==> src/rtl/nor_probe_pkg.sv <==
package nor_probe_pkg;

   localparam int BYTE_W  = 8;
   localparam int LOG_W   = 5;
   localparam int N_PARTS = 6;

   localparam logic [7:0] CMD_RESET = 8'hF0;
   localparam logic [7:0] CMD_KEY1  = 8'hAA;
   localparam logic [7:0] CMD_KEY2  = 8'h55;
   localparam logic [7:0] CMD_IDENT = 8'h90;

   localparam logic [10:0] LOC_KEY_A = 11'h555;
   localparam logic [10:0] LOC_KEY_B = 11'h2AA;

   typedef enum logic [3:0] {
      PS_IDLE,
      PS_SETTLE,
      PS_RESET,
      PS_KEY1,
      PS_KEY2,
      PS_IDENT,
      PS_RD_MFR,
      PS_RD_DEV,
      PS_EXIT
   } probe_state_e;

   typedef struct packed {
      logic [15:0]      code;
      logic [LOG_W-1:0] dev_log2;
      logic [LOG_W-1:0] sec_log2;
   } part_t;

   function automatic part_t part_entry(input int idx);
      part_t p;
      case (idx)
         0:       p = '{code: 16'h013D, dev_log2: 5'd21, sec_log2: 5'd16};
         1:       p = '{code: 16'h01AD, dev_log2: 5'd21, sec_log2: 5'd16};
         2:       p = '{code: 16'h01D5, dev_log2: 5'd20, sec_log2: 5'd16};
         3:       p = '{code: 16'h01A4, dev_log2: 5'd19, sec_log2: 5'd16};
         4:       p = '{code: 16'h20E3, dev_log2: 5'd19, sec_log2: 5'd16};
         5:       p = '{code: 16'hC2AD, dev_log2: 5'd21, sec_log2: 5'd16};
         default: p = '0;
      endcase
      return p;
   endfunction

   function automatic logic odd_ones(input logic [BYTE_W-1:0] b);
      return ^b;
   endfunction

endpackage

==> src/rtl/nor_bus_port.sv <==
module nor_bus_port
   import nor_probe_pkg::*;
#(
   parameter int ADDR_W = 12
) (
   input  logic              clk,
   input  logic              rst_n,
   input  logic              req_valid,
   input  logic              req_write,
   input  logic [ADDR_W-1:0] req_addr,
   input  logic [BYTE_W-1:0] req_wdata,
   output logic              rsp_valid,
   output logic [BYTE_W-1:0] rsp_data,
   output logic [ADDR_W-1:0] bus_addr,
   output logic [BYTE_W-1:0] bus_wdata,
   output logic              bus_we,
   output logic              bus_re,
   input  logic [BYTE_W-1:0] bus_rdata,
   input  logic              bus_rdy
);

   logic active;
   assign active = bus_we | bus_re;

   always_ff @(posedge clk) begin
      if (!rst_n) begin
         bus_addr  <= '0;
         bus_wdata <= '0;
         bus_we    <= 1'b0;
         bus_re    <= 1'b0;
         rsp_valid <= 1'b0;
         rsp_data  <= '0;
      end else begin
         rsp_valid <= 1'b0;
         if (active && bus_rdy) begin
            bus_we    <= 1'b0;
            bus_re    <= 1'b0;
            rsp_valid <= 1'b1;
            rsp_data  <= bus_rdata;
         end else if (!active && req_valid) begin
            bus_addr  <= req_addr;
            bus_wdata <= req_wdata;
            bus_we    <= req_write;
            bus_re    <= !req_write;
         end
      end
   end

   // strobes are mutually exclusive
   a_r8_one_strobe: assert property (@(posedge clk) disable iff (!rst_n)
      !(bus_we && bus_re));

   // strobe, address and data hold until ready
   a_r8_hold: assert property (@(posedge clk) disable iff (!rst_n)
      (active && !bus_rdy) |=> ($stable(bus_we) && $stable(bus_re)
                                && $stable(bus_addr) && $stable(bus_wdata)));

   // strobe released after the completing cycle
   a_r8_release: assert property (@(posedge clk) disable iff (!rst_n)
      (active && bus_rdy) |=> !active);

endmodule

==> src/rtl/nor_settle_track.sv <==
module nor_settle_track
   import nor_probe_pkg::*;
#(
   parameter int MAX_CMP = 10000
) (
   input  logic              clk,
   input  logic              rst_n,
   input  logic              clear,
   input  logic              smp_valid,
   input  logic [BYTE_W-1:0] smp,
   output logic              settled
);

   localparam int CNT_W = $clog2(MAX_CMP + 1);
   localparam logic [CNT_W-1:0] LAST_CMP = CNT_W'(MAX_CMP - 1);

   if (MAX_CMP < 1) begin : g_bad_max
      $error("nor_settle_track: MAX_CMP must be at least 1");
   end

   logic              have_prev;
   logic [BYTE_W-1:0] prev;
   logic [CNT_W-1:0]  cmp_cnt;

   assign settled = smp_valid && have_prev && ((smp == prev) || (cmp_cnt == LAST_CMP));

   always_ff @(posedge clk) begin
      if (!rst_n || clear) begin
         have_prev <= 1'b0;
         prev      <= '0;
         cmp_cnt   <= '0;
      end else if (smp_valid) begin
         have_prev <= 1'b1;
         prev      <= smp;
         if (have_prev) cmp_cnt <= cmp_cnt + 1'b1;
      end
   end

   // comparison count never passes its limit
   a_r2_bound: assert property (@(posedge clk) disable iff (!rst_n)
      cmp_cnt <= CNT_W'(MAX_CMP));

endmodule

==> src/rtl/nor_id_table.sv <==
module nor_id_table
   import nor_probe_pkg::*;
#(
   parameter int ENTRIES = N_PARTS
) (
   input  logic             clk,
   input  logic             rst_n,
   input  logic [15:0]      code,
   output logic             hit,
   output logic [LOG_W-1:0] dev_log2,
   output logic [LOG_W-1:0] sec_log2
);

   if (ENTRIES < 1 || ENTRIES > N_PARTS) begin : g_bad_entries
      $error("nor_id_table: ENTRIES out of range");
   end

   logic [ENTRIES-1:0] hit_vec;
   logic [LOG_W-1:0]   dev_vec [ENTRIES];
   logic [LOG_W-1:0]   sec_vec [ENTRIES];

   for (genvar i = 0; i < ENTRIES; i++) begin : g_entry
      localparam part_t P = part_entry(i);
      assign hit_vec[i] = (code == P.code);
      assign dev_vec[i] = hit_vec[i] ? P.dev_log2 : '0;
      assign sec_vec[i] = hit_vec[i] ? P.sec_log2 : '0;
   end

   always_comb begin
      dev_log2 = '0;
      sec_log2 = '0;
      for (int i = 0; i < ENTRIES; i++) begin
         dev_log2 = dev_log2 | dev_vec[i];
         sec_log2 = sec_log2 | sec_vec[i];
      end
   end

   assign hit = |hit_vec;

   // entries are distinct, at most one matches
   a_r6_unique: assert property (@(posedge clk) disable iff (!rst_n)
      $onehot0(hit_vec));

endmodule

==> src/rtl/nor_id_probe.sv <==
module nor_id_probe
   import nor_probe_pkg::*;
#(
   parameter int ADDR_W     = 12,
   parameter int SETTLE_MAX = 10000
) (
   input  logic              clk,
   input  logic              rst_n,
   input  logic              start,
   output logic [ADDR_W-1:0] bus_addr,
   output logic [7:0]        bus_wdata,
   input  logic [7:0]        bus_rdata,
   output logic              bus_we,
   output logic              bus_re,
   input  logic              bus_rdy,
   output logic              done,
   output logic              found,
   output logic [15:0]       id,
   output logic [4:0]        size_log2,
   output logic [4:0]        sector_log2
);

   if (ADDR_W < 11) begin : g_bad_aw
      $error("nor_id_probe: ADDR_W must reach address 0x555");
   end
   if (BYTE_W != 8 || LOG_W != 5) begin : g_bad_width
      $error("nor_id_probe: byte and log widths are fixed");
   end

   localparam logic [ADDR_W-1:0] A_KEY_A = ADDR_W'(LOC_KEY_A);
   localparam logic [ADDR_W-1:0] A_KEY_B = ADDR_W'(LOC_KEY_B);
   localparam logic [ADDR_W-1:0] A_MFR   = ADDR_W'(0);
   localparam logic [ADDR_W-1:0] A_DEV   = ADDR_W'(1);

   probe_state_e       state_q;
   logic               issued_q;
   logic [7:0]         mfr_q;
   logic [7:0]         dev_q;

   logic               req_valid;
   logic               req_write;
   logic [ADDR_W-1:0]  req_addr;
   logic [7:0]         req_wdata;
   logic               rsp_valid;
   logic [7:0]         rsp_data;
   logic               settled;
   logic               tbl_hit;
   logic [LOG_W-1:0]   tbl_dev;
   logic [LOG_W-1:0]   tbl_sec;
   logic               id_ok;

   always_comb begin
      req_write = 1'b0;
      req_addr  = A_MFR;
      req_wdata = CMD_RESET;
      unique case (state_q)
         PS_SETTLE: begin req_write = 1'b0; req_addr = A_MFR; end
         PS_RESET:  begin req_write = 1'b1; req_addr = A_KEY_A; req_wdata = CMD_RESET; end
         PS_KEY1:   begin req_write = 1'b1; req_addr = A_KEY_A; req_wdata = CMD_KEY1;  end
         PS_KEY2:   begin req_write = 1'b1; req_addr = A_KEY_B; req_wdata = CMD_KEY2;  end
         PS_IDENT:  begin req_write = 1'b1; req_addr = A_KEY_A; req_wdata = CMD_IDENT; end
         PS_RD_MFR: begin req_write = 1'b0; req_addr = A_MFR; end
         PS_RD_DEV: begin req_write = 1'b0; req_addr = A_DEV; end
         PS_EXIT:   begin req_write = 1'b1; req_addr = A_KEY_A; req_wdata = CMD_RESET; end
         default:   begin req_write = 1'b0; req_addr = A_MFR; end
      endcase
   end

   assign req_valid = (state_q != PS_IDLE) && !issued_q;

   nor_bus_port #(.ADDR_W(ADDR_W)) u_port (
      .clk       (clk),
      .rst_n     (rst_n),
      .req_valid (req_valid),
      .req_write (req_write),
      .req_addr  (req_addr),
      .req_wdata (req_wdata),
      .rsp_valid (rsp_valid),
      .rsp_data  (rsp_data),
      .bus_addr  (bus_addr),
      .bus_wdata (bus_wdata),
      .bus_we    (bus_we),
      .bus_re    (bus_re),
      .bus_rdata (bus_rdata),
      .bus_rdy   (bus_rdy)
   );

   nor_settle_track #(.MAX_CMP(SETTLE_MAX)) u_settle (
      .clk       (clk),
      .rst_n     (rst_n),
      .clear     (state_q == PS_IDLE),
      .smp_valid (rsp_valid && (state_q == PS_SETTLE)),
      .smp       (rsp_data),
      .settled   (settled)
   );

   nor_id_table #(.ENTRIES(N_PARTS)) u_table (
      .clk      (clk),
      .rst_n    (rst_n),
      .code     ({mfr_q, dev_q}),
      .hit      (tbl_hit),
      .dev_log2 (tbl_dev),
      .sec_log2 (tbl_sec)
   );

   assign id_ok = tbl_hit && odd_ones(mfr_q) && odd_ones(dev_q);

   always_ff @(posedge clk) begin
      if (!rst_n) begin
         state_q     <= PS_IDLE;
         issued_q    <= 1'b0;
         mfr_q       <= '0;
         dev_q       <= '0;
         done        <= 1'b0;
         found       <= 1'b0;
         id          <= '0;
         size_log2   <= '0;
         sector_log2 <= '0;
      end else begin
         done <= 1'b0;
         if (req_valid) issued_q <= 1'b1;
         if (state_q == PS_IDLE) begin
            issued_q <= 1'b0;
            if (start) state_q <= PS_SETTLE;
         end else if (rsp_valid) begin
            issued_q <= 1'b0;
            unique case (state_q)
               PS_SETTLE: if (settled) state_q <= PS_RESET;
               PS_RESET:  state_q <= PS_KEY1;
               PS_KEY1:   state_q <= PS_KEY2;
               PS_KEY2:   state_q <= PS_IDENT;
               PS_IDENT:  state_q <= PS_RD_MFR;
               PS_RD_MFR: begin mfr_q <= rsp_data; state_q <= PS_RD_DEV; end
               PS_RD_DEV: begin dev_q <= rsp_data; state_q <= PS_EXIT; end
               PS_EXIT: begin
                  state_q     <= PS_IDLE;
                  done        <= 1'b1;
                  found       <= id_ok;
                  id          <= {mfr_q, dev_q};
                  size_log2   <= id_ok ? tbl_dev : '0;
                  sector_log2 <= id_ok ? tbl_sec : '0;
               end
               default: state_q <= PS_IDLE;
            endcase
         end
      end
   end

   // completion is a single-cycle pulse
   a_r7_pulse: assert property (@(posedge clk) disable iff (!rst_n)
      done |=> !done);

   // only the four command bytes ever appear on a write
   a_r3_cmd_only: assert property (@(posedge clk) disable iff (!rst_n)
      bus_we |-> (bus_wdata == CMD_RESET || bus_wdata == CMD_KEY1 ||
                  bus_wdata == CMD_KEY2  || bus_wdata == CMD_IDENT));

   // a recognised device reports a sector smaller than the device
   a_r6_sizes: assert property (@(posedge clk) disable iff (!rst_n)
      (done && found) |-> (size_log2 > sector_log2 && sector_log2 != 0));

   // no bus traffic while idle
   a_r1_idle_quiet: assert property (@(posedge clk) disable iff (!rst_n)
      (state_q == PS_IDLE && $past(state_q) == PS_IDLE) |-> !(bus_we || bus_re));

endmodule

==> config.mk <==
export PLATFORM = sky130hd
export DESIGN_NAME = nor_id_probe
export DESIGN_NICKNAME = d
export VERILOG_FILES = /design/src/rtl/nor_probe_pkg.sv /design/src/rtl/nor_bus_port.sv /design/src/rtl/nor_settle_track.sv /design/src/rtl/nor_id_table.sv /design/src/rtl/nor_id_probe.sv
export SDC_FILE = /design/constraint.sdc
export NUM_CORES = 1
export LEC_CHECK = 0
export ABC_AREA = 1
export BUFFER_PORTS_ARGS = -buffer_cell sky130_fd_sc_hd__buf_2
export CAP_MARGIN = 20
export CORE_MARGIN = 3
export CORE_UTILIZATION = 41
export DETAILED_ROUTE_END_ITERATION = 10
export MAX_ROUTING_LAYER = met4
export SETUP_SLACK_MARGIN = 0.15
export SLEW_MARGIN = 0
export SYNTH_ARGS = -nofsm -noshare
export SYNTH_HDL_FRONTEND = slang
export SYNTH_SLANG_ARGS = --single-unit
==> constraint.sdc <==
create_clock -name clk -period 1.6 [get_ports clk]
set_clock_uncertainty 0.05 [all_clocks]
set_input_delay 0.08 -clock clk [delete_from_list [all_inputs] [get_ports clk]]
set_output_delay 0.08 -clock clk [all_outputs]
set_load 0.05 [all_outputs]
# After elaboration in Yosys (flattened, before gate mapping)
# Cells that the tools add are included.
# W data, S select, Z words.
op_classes:
  reduce_logical: 31
  magnitude_cmp: 0
  muxes: 24
  div_mod_pow: 0
  multipliers: 0
  n_shift: 0
  n_addsub: 1
  bitwise: 15
  n_eq_ne: 18
ops:
  columns: ["cell", "n"]
  rows:
  - ["$mux W5", 14]
  - ["$eq A16 B9 Y1 const B", 4]
  - ["$or A5 B5 Y5", 10]
  - ["$pmux W11 S3", 1]
  - ["$pmux W4 S7", 1]
  - ["$pmux W8 S3", 1]
  - ["$eq A16 B14 Y1 const B", 1]
  - ["$eq A16 B16 Y1 const B", 1]
  - ["$eq A4 B3 Y1 const B", 4]
  - ["$mux W4", 4]
  - ["$reduce_xor A8 Y1", 2]
  - ["$add A14 B1 Y14 const B", 1]
  - ["$eq A14 B14 Y1 const B", 1]
  - ["$reduce_and A3 Y1", 4]
  - ["$eq A4 B2 Y1 const B", 2]
  - ["$eq A8 B8 Y1", 1]
  - ["$logic_and A1 B1 Y1", 8]
  - ["$reduce_or A3 Y1", 2]
  - ["$reduce_or A6 Y1", 1]
  - ["$reduce_or A5 Y1", 1]
  - ["$eq A4 B1 Y1 const B", 1]
  - ["$eq A4 B4 Y1 const B", 1]
  - ["$logic_not A1 Y1", 4]
  - ["$logic_not A4 Y1", 1]
  - ["11 further kinds", 18]
totals:
  word_cells: 107
  out_inout_bits: 50
  latchBits: 0
  ram_bits: 0
  memories: 0
  romBits: 0
  in_bits: 12
  register_bits: 103

# Logic depth before layout (Yosys ltp)
logic_depth:
  word_depth: 8
  ltp_mapped: 10
  depth_no_buf: 10

# Modules after synthesis
# Synthesis repeated with hierarchy kept, for this count alone.
hier_totals:
  hier_cells: 749
  area_unflattened_um2: 4956.0
modules_own_cells:
  columns: ["module", "area_each_um2", "cells_per_inst", "n_inst"]
  rows:
  - ["nor_id_probe", 2163.3, 313, 1]
  - ["nor_bus_port", 1276.2, 185, 1]
  - ["nor_settle_track", 1162.4, 169, 1]
  - ["nor_id_table", 354.1, 82, 1]

# Worst setup path after synthesis
# OpenSTA, ideal clock, no wires.
synth_path:
  kind: "reg2reg"
  startpoint: "register u_port.bus_we"
  endpoint: "register u_port.bus_wdata[6]"
  arrival_ns: 1.455
  t_required_ns: 1.422
  setup_ns: 0.128
  synth_period_minus_slack_ns: 1.633
  path_buffers: 1
  path_slack_ns: -0.033
  path_stages_with_launch: 7
  cell_sequence: "dfxtp_1 > or2_2 > nor3_1 > buf_2 > nand4_1 > nand2_1 > a211oi_1"
synth_via:
  elab_chain_len: 4
  elab_cells_between_ends: 6
  classes_between: "bitwise: 2; reduce/logical: 4"
synth_rtl:
  columns: ["element", "line_no", "rtl"]
  rows:
  - ["start: declaration", "nor_bus_port.sv:16", "output logic bus_we,"]
  - ["start signal: assignment", "nor_bus_port.sv:43", "bus_we <= req_write;"]
  - ["$or A1 B1 Y1 (*)", "nor_bus_port.sv:23", "assign active = bus_we | bus_re;"]
  - ["$logic_not A1 Y1 or $logic_and A1 B1 Y1 (tied branches)", "nor_bus_port.sv:40, nor_bus_port.sv:35", null]
  - ["$logic_and A1 B1 Y1 or $not A1 Y1 (tied branches)", null, null]
  - ["$reduce_and A2 Y1 (no line) (*)", null, null]
  - ["end signal: assignment", "nor_bus_port.sv:42", "bus_wdata <= req_wdata;"]
  - ["end: declaration", "nor_bus_port.sv:15", "output logic [BYTE_W-1:0] bus_wdata,"]
# Every way passes the cells marked *; elsewhere a longest branch is shown, timed or not.
# A chain may end at the register's enable or synchronous reset.

# Worst setup path in the final report
layout_path:
  startpoint: "register dev_q[1]"
  endpoint: "register size_log2[0]"
layout_via:
  elab_chain_len: 8
  elab_cells_between_ends: 21
  classes_between: "eq/ne: 6; mux: 6; bitwise: 5; reduce/logical: 4"
layout_rtl:
  columns: ["element", "line_no", "rtl"]
  rows:
  - ["start: declaration", "nor_id_probe.sv:38", "logic [7:0] dev_q;"]
  - ["start signal: assignment", "nor_id_probe.sv:113", "dev_q <= '0;"]
  - ["start signal: assignment", "nor_id_probe.sv:134", "PS_RD_DEV: begin dev_q <= rsp_data; state_q <= PS_EXIT; end"]
  - ["$eq A16 B9 Y1", "nor_id_table.sv:24", "assign hit_vec[i] = (code == P.code);"]
  - ["$mux W5", "nor_id_table.sv:25", "assign dev_vec[i] = hit_vec[i] ? P.dev_log2 : '0;"]
  - ["$or A5 B5 Y5 (5 in series)", "nor_id_table.sv:33", "dev_log2 = dev_log2 | dev_vec[i];"]
  - ["$mux W5 (*)", "nor_id_probe.sv:140", "size_log2 <= id_ok ? tbl_dev : '0;"]
  - ["end signal: assignment", "nor_id_probe.sv:140", null]
  - ["end: declaration", "nor_id_probe.sv:19", "output logic [4:0] size_log2,"]
# Marks and branches as above.

==> flow_metrics.tcl <==
set metrics [dict create \
    outcome "finished clean" \
    netlist_area_um2 3920 \
    post-route-drc-count 0 \
    drv_cap 0 \
    rsz0062_at_grt "yes" \
    wl_met2_um 4490 \
    start_util_pct 42.4 \
    wl_met3_um 360 \
    min_period_over_period_pct 96.8 \
    rows 35 \
    ant_nets 0 \
    worst_slack_ns 0.0520 \
    gp_congestion 0.912 \
    pin_count 62 \
    wl_met1_um 4450 \
    seq_area_frac_synth_pct 43.5 \
    syn_inst 507 \
    route.detailed.wl_per_inst_um 12.8 \
    area_growth_pct 32.4 \
    crit_required_ns 1.84 \
    total_power_w 0.00615 \
    num_vias 3528 \
    pre_cts_ws_ns -0.0570 \
    grt_pass1_wl_um 15700 \
    drv_slew 0 \
    core_um2 9240 \
    grt_use_total_pct 18.1 \
    critPathCaptureType "flip-flop" \
    grt_start_max_net_pins 33 \
    ff2ff_setup_slack_ns 0.05 \
    drt-initial-drc-count 76 \
    cts_root_buf "clkbuf_8" \
    worstSetupPathDepth 8 \
    drive_gt1_share_pct 35.0 \
    peakVddDrop_mv 0.626 \
    synth.distinct_cells 32 \
    dp_hpwl_um 6770 \
    crit_arrival_ns 1.78 \
    timing.rr.start "dev_q[1]" \
    ys_ff_latch 85 \
    path_max_fanout 4 \
    cts.sinks 85 \
    htreeDepth 3 \
    critical-path-slowest-cell "dfxtp_2" \
    period_minus_slack_ns 1.55 \
    startpoint "dev_q[1]" \
    die_w_um 104 \
    multi_input_area_um2 2080 \
    cts_made_buffers 9 \
    clkTransAtPathRegs_ns 0.08 \
    path_class "reg -> reg" \
    ys_warn_count 0 \
    highest_layer "met4" \
    crit_end "size_log2[0]" \
    wirelength_um 9450 \
    fmax_ghz 0.646 \
    fin_tns_setup_ns 0 \
    hold_viol_final 0 \
    critPathTopFamily "simple AND/OR/NAND/NOR gates" \
    clock_path_buffers 2 \
    start_kind "flip-flop" \
    synthArstFlopShare_pct 0 \
    nFillCells 871 \
    path_buf_inv 1 \
    finalSetupViolCount 0 \
    p_leak_nw 2.21 \
    powerDensity_nw_per_um2 1190 \
    die_h_um 104 \
    crit_chain "inv_4 > ha_4 > xor2_1 > nand2_1 > nand2_2 > nor3_4 > o21ai_1 > a21oi_1" \
    overflow 0 \
    clk_latency_ns 0.36 \
    diodes 0 \
    reg2reg_to "size_log2[0]" \
    grt_pass1_vias 3362 \
    antenna_found_initial 0 \
    holdCritPathClass "in -> reg" \
    dr.pass1.iters 5 \
    final_util_pct 56.1 \
    seq_area_um2 1750 \
    vias_per_cell 4.77 \
    finalNetCount 639 \
    die-area_um2 10800 \
    cts_tree "done" \
    port_buffers 55 \
    max_stage_delay_ns 0.36 \
    synth-edff-count 0 \
    r2r_cells 8 \
    ys.flop_type "dfxtp_1" \
    synth_area_per_cell_um2 7.72 \
]
[Yosys cell counts, types with 3 or more instances]
master    count  area (µm²)
dfxtp_1      85        1700
nand2_1      82         308
nor2_2        3        18.8
buf_4        19         143
inv_1        52         195
nor3_1        3        15.0
ha_1         21         263
clkbuf_1      7        26.3
o21ai_1       4        20.0
nand2_2       3        18.8
nand4_1      10        62.6
xnor2_1       8        70.1
xor2_1        6        52.6
nand3_1      16        80.1
o21ai_0      53         265
nor2_4        4        45.0
a21oi_1      61         305
nor2_1       47         176
buf_2         5        25.0
inv_2         3        11.3
[layer usage]
metal  track usage, %  vias up
met1             22.7     1616
met5                -        -
met3             3.55       16
met4             7.31        0
li1                 -     1828
met2             29.0       68
[report_power, final]
part	switching [W]	internal (W)	leakage, nW	total (W)
registers	0.000170	0.00231	0.701	0.00248
clock network	0.000756	0.000761	0.0964	0.00152
logic	0.00143	0.000722	1.42	0.00215
[through the flow]
stage / hold WS [ns] / std cells / cell area, µm²
detailed placement: 0.228 / 700 / 4560
global placement: 0.224 / 700 / 4560
floorplan: 0.133 / 512 / 4020
CTS: 0.0629 / 731 / 5000
global route: 0.0818 / 740 / 5180
finish: 0.0800 / 740 / 5180
[state kept, by name, indices dropped and copies added, names as in the netlist, 2 cells and up]
| register | cells |
|---|---|
| id | 16 |
| u_settle.cmp_cnt | 14 |
| dev_q | 8 |
| mfr_q | 8 |
| u_port.rsp_data | 8 |
| u_settle.prev | 8 |
| u_port.bus_wdata | 6 |
| state_q | 4 |
| size_log2 | 3 |
| u_port.bus_addr | 2 |
[how the worst min path moves through the flow]
stage | from | endpoint | slack, ns | depth (start not counted)
after global routing | rst_n | u_port.rsp_valid | 0.08 | 3
final | rst_n | u_port.rsp_valid | 0.08 | 3
after detailed placement | bus_rdata[6] | u_port.rsp_data[6] | 0.23 | 3
after floorplan | bus_rdata[0] | u_port.rsp_data[0] | 0.13 | 2
after CTS | rst_n | u_port.rsp_valid | 0.06 | 3
after global placement | bus_rdata[7] | u_port.rsp_data[7] | 0.22 | 3
[tightest hold or removal path: stages]
cell	delay, ns
buf_2	0.12
clkinv_1	0.11
nor2_2	0.11
[placed cells by master, fill, tap and decap left out, types with 2 or more instances in the layout]
cell type      netlist  routed
nor2_1              47      40
dfxtp_4              0       6
nand3_1             16      13
dfxtp_1             85      60
buf_2                5      55
buf_4               19      50
buf_12               0       2
xnor2_2              0       3
ha_4                 0       8
o21ai_1              4      12
dfxtp_2              0      19
clkbuf_1             7       2
a21oi_2              0       4
clkbuf_8             0      10
nor2_4               4       7
conb_1               1       6
inv_1               52      38
inv_4                0       4
xor2_1               6       6
nand2_4              0       2
xnor2_1              8       5
nand2_2              3       6
nand4_1             10      10
dlygate4sd3_1        0       8
inv_2                3      13
o21ai_2              0       3
a21oi_1             61      57
ha_1                21      13
nor2_2               3       7
nand3_2              1       3
nor3_4               0       3
nand2_1             82      77
nor3_1               3       2
clkinv_2             0       2
o31ai_1              2       2
o21ai_0             53      42
[kinds of logic (layout without fill, tap and decap cells)]
| group | count (synthesis) | after routing | share of synthesized area [%] |
|---|---|---|---|
| flip-flops | 85 | 85 | 43.5 |
| other | 1 | 6 | 0.0958 |
| buffers and inverters | 89 | 188 | 10.5 |
| XOR/XNOR | 14 | 14 | 3.13 |
| adder cells (fa/ha/maj) | 21 | 21 | 6.71 |
| AND/OR/NAND/NOR | 175 | 175 | 20.3 |
| AO/OA/AOI/OAI | 122 | 122 | 15.8 |
[what timing repair did]
item                                    4_1_cts  5_1_grt
buffers inserted                              7        9
resized for setup                            35       46
endpoints found under the setup margin       29       44
hold endpoints to repair                      8        0
pin swaps                                    10       20
hold buffers                                  8        0
[layout make-up]
cell class	instances	area share, %
multi-input combinational	338	40.1
clock inverter	4	0.917
tap	129	3.11
clock buffer	12	2.80
timing repair buffer	116	15.1
sequential	85	33.7
inverter	56	4.25
Note: power is estimated with default switching activity, not from simulation.
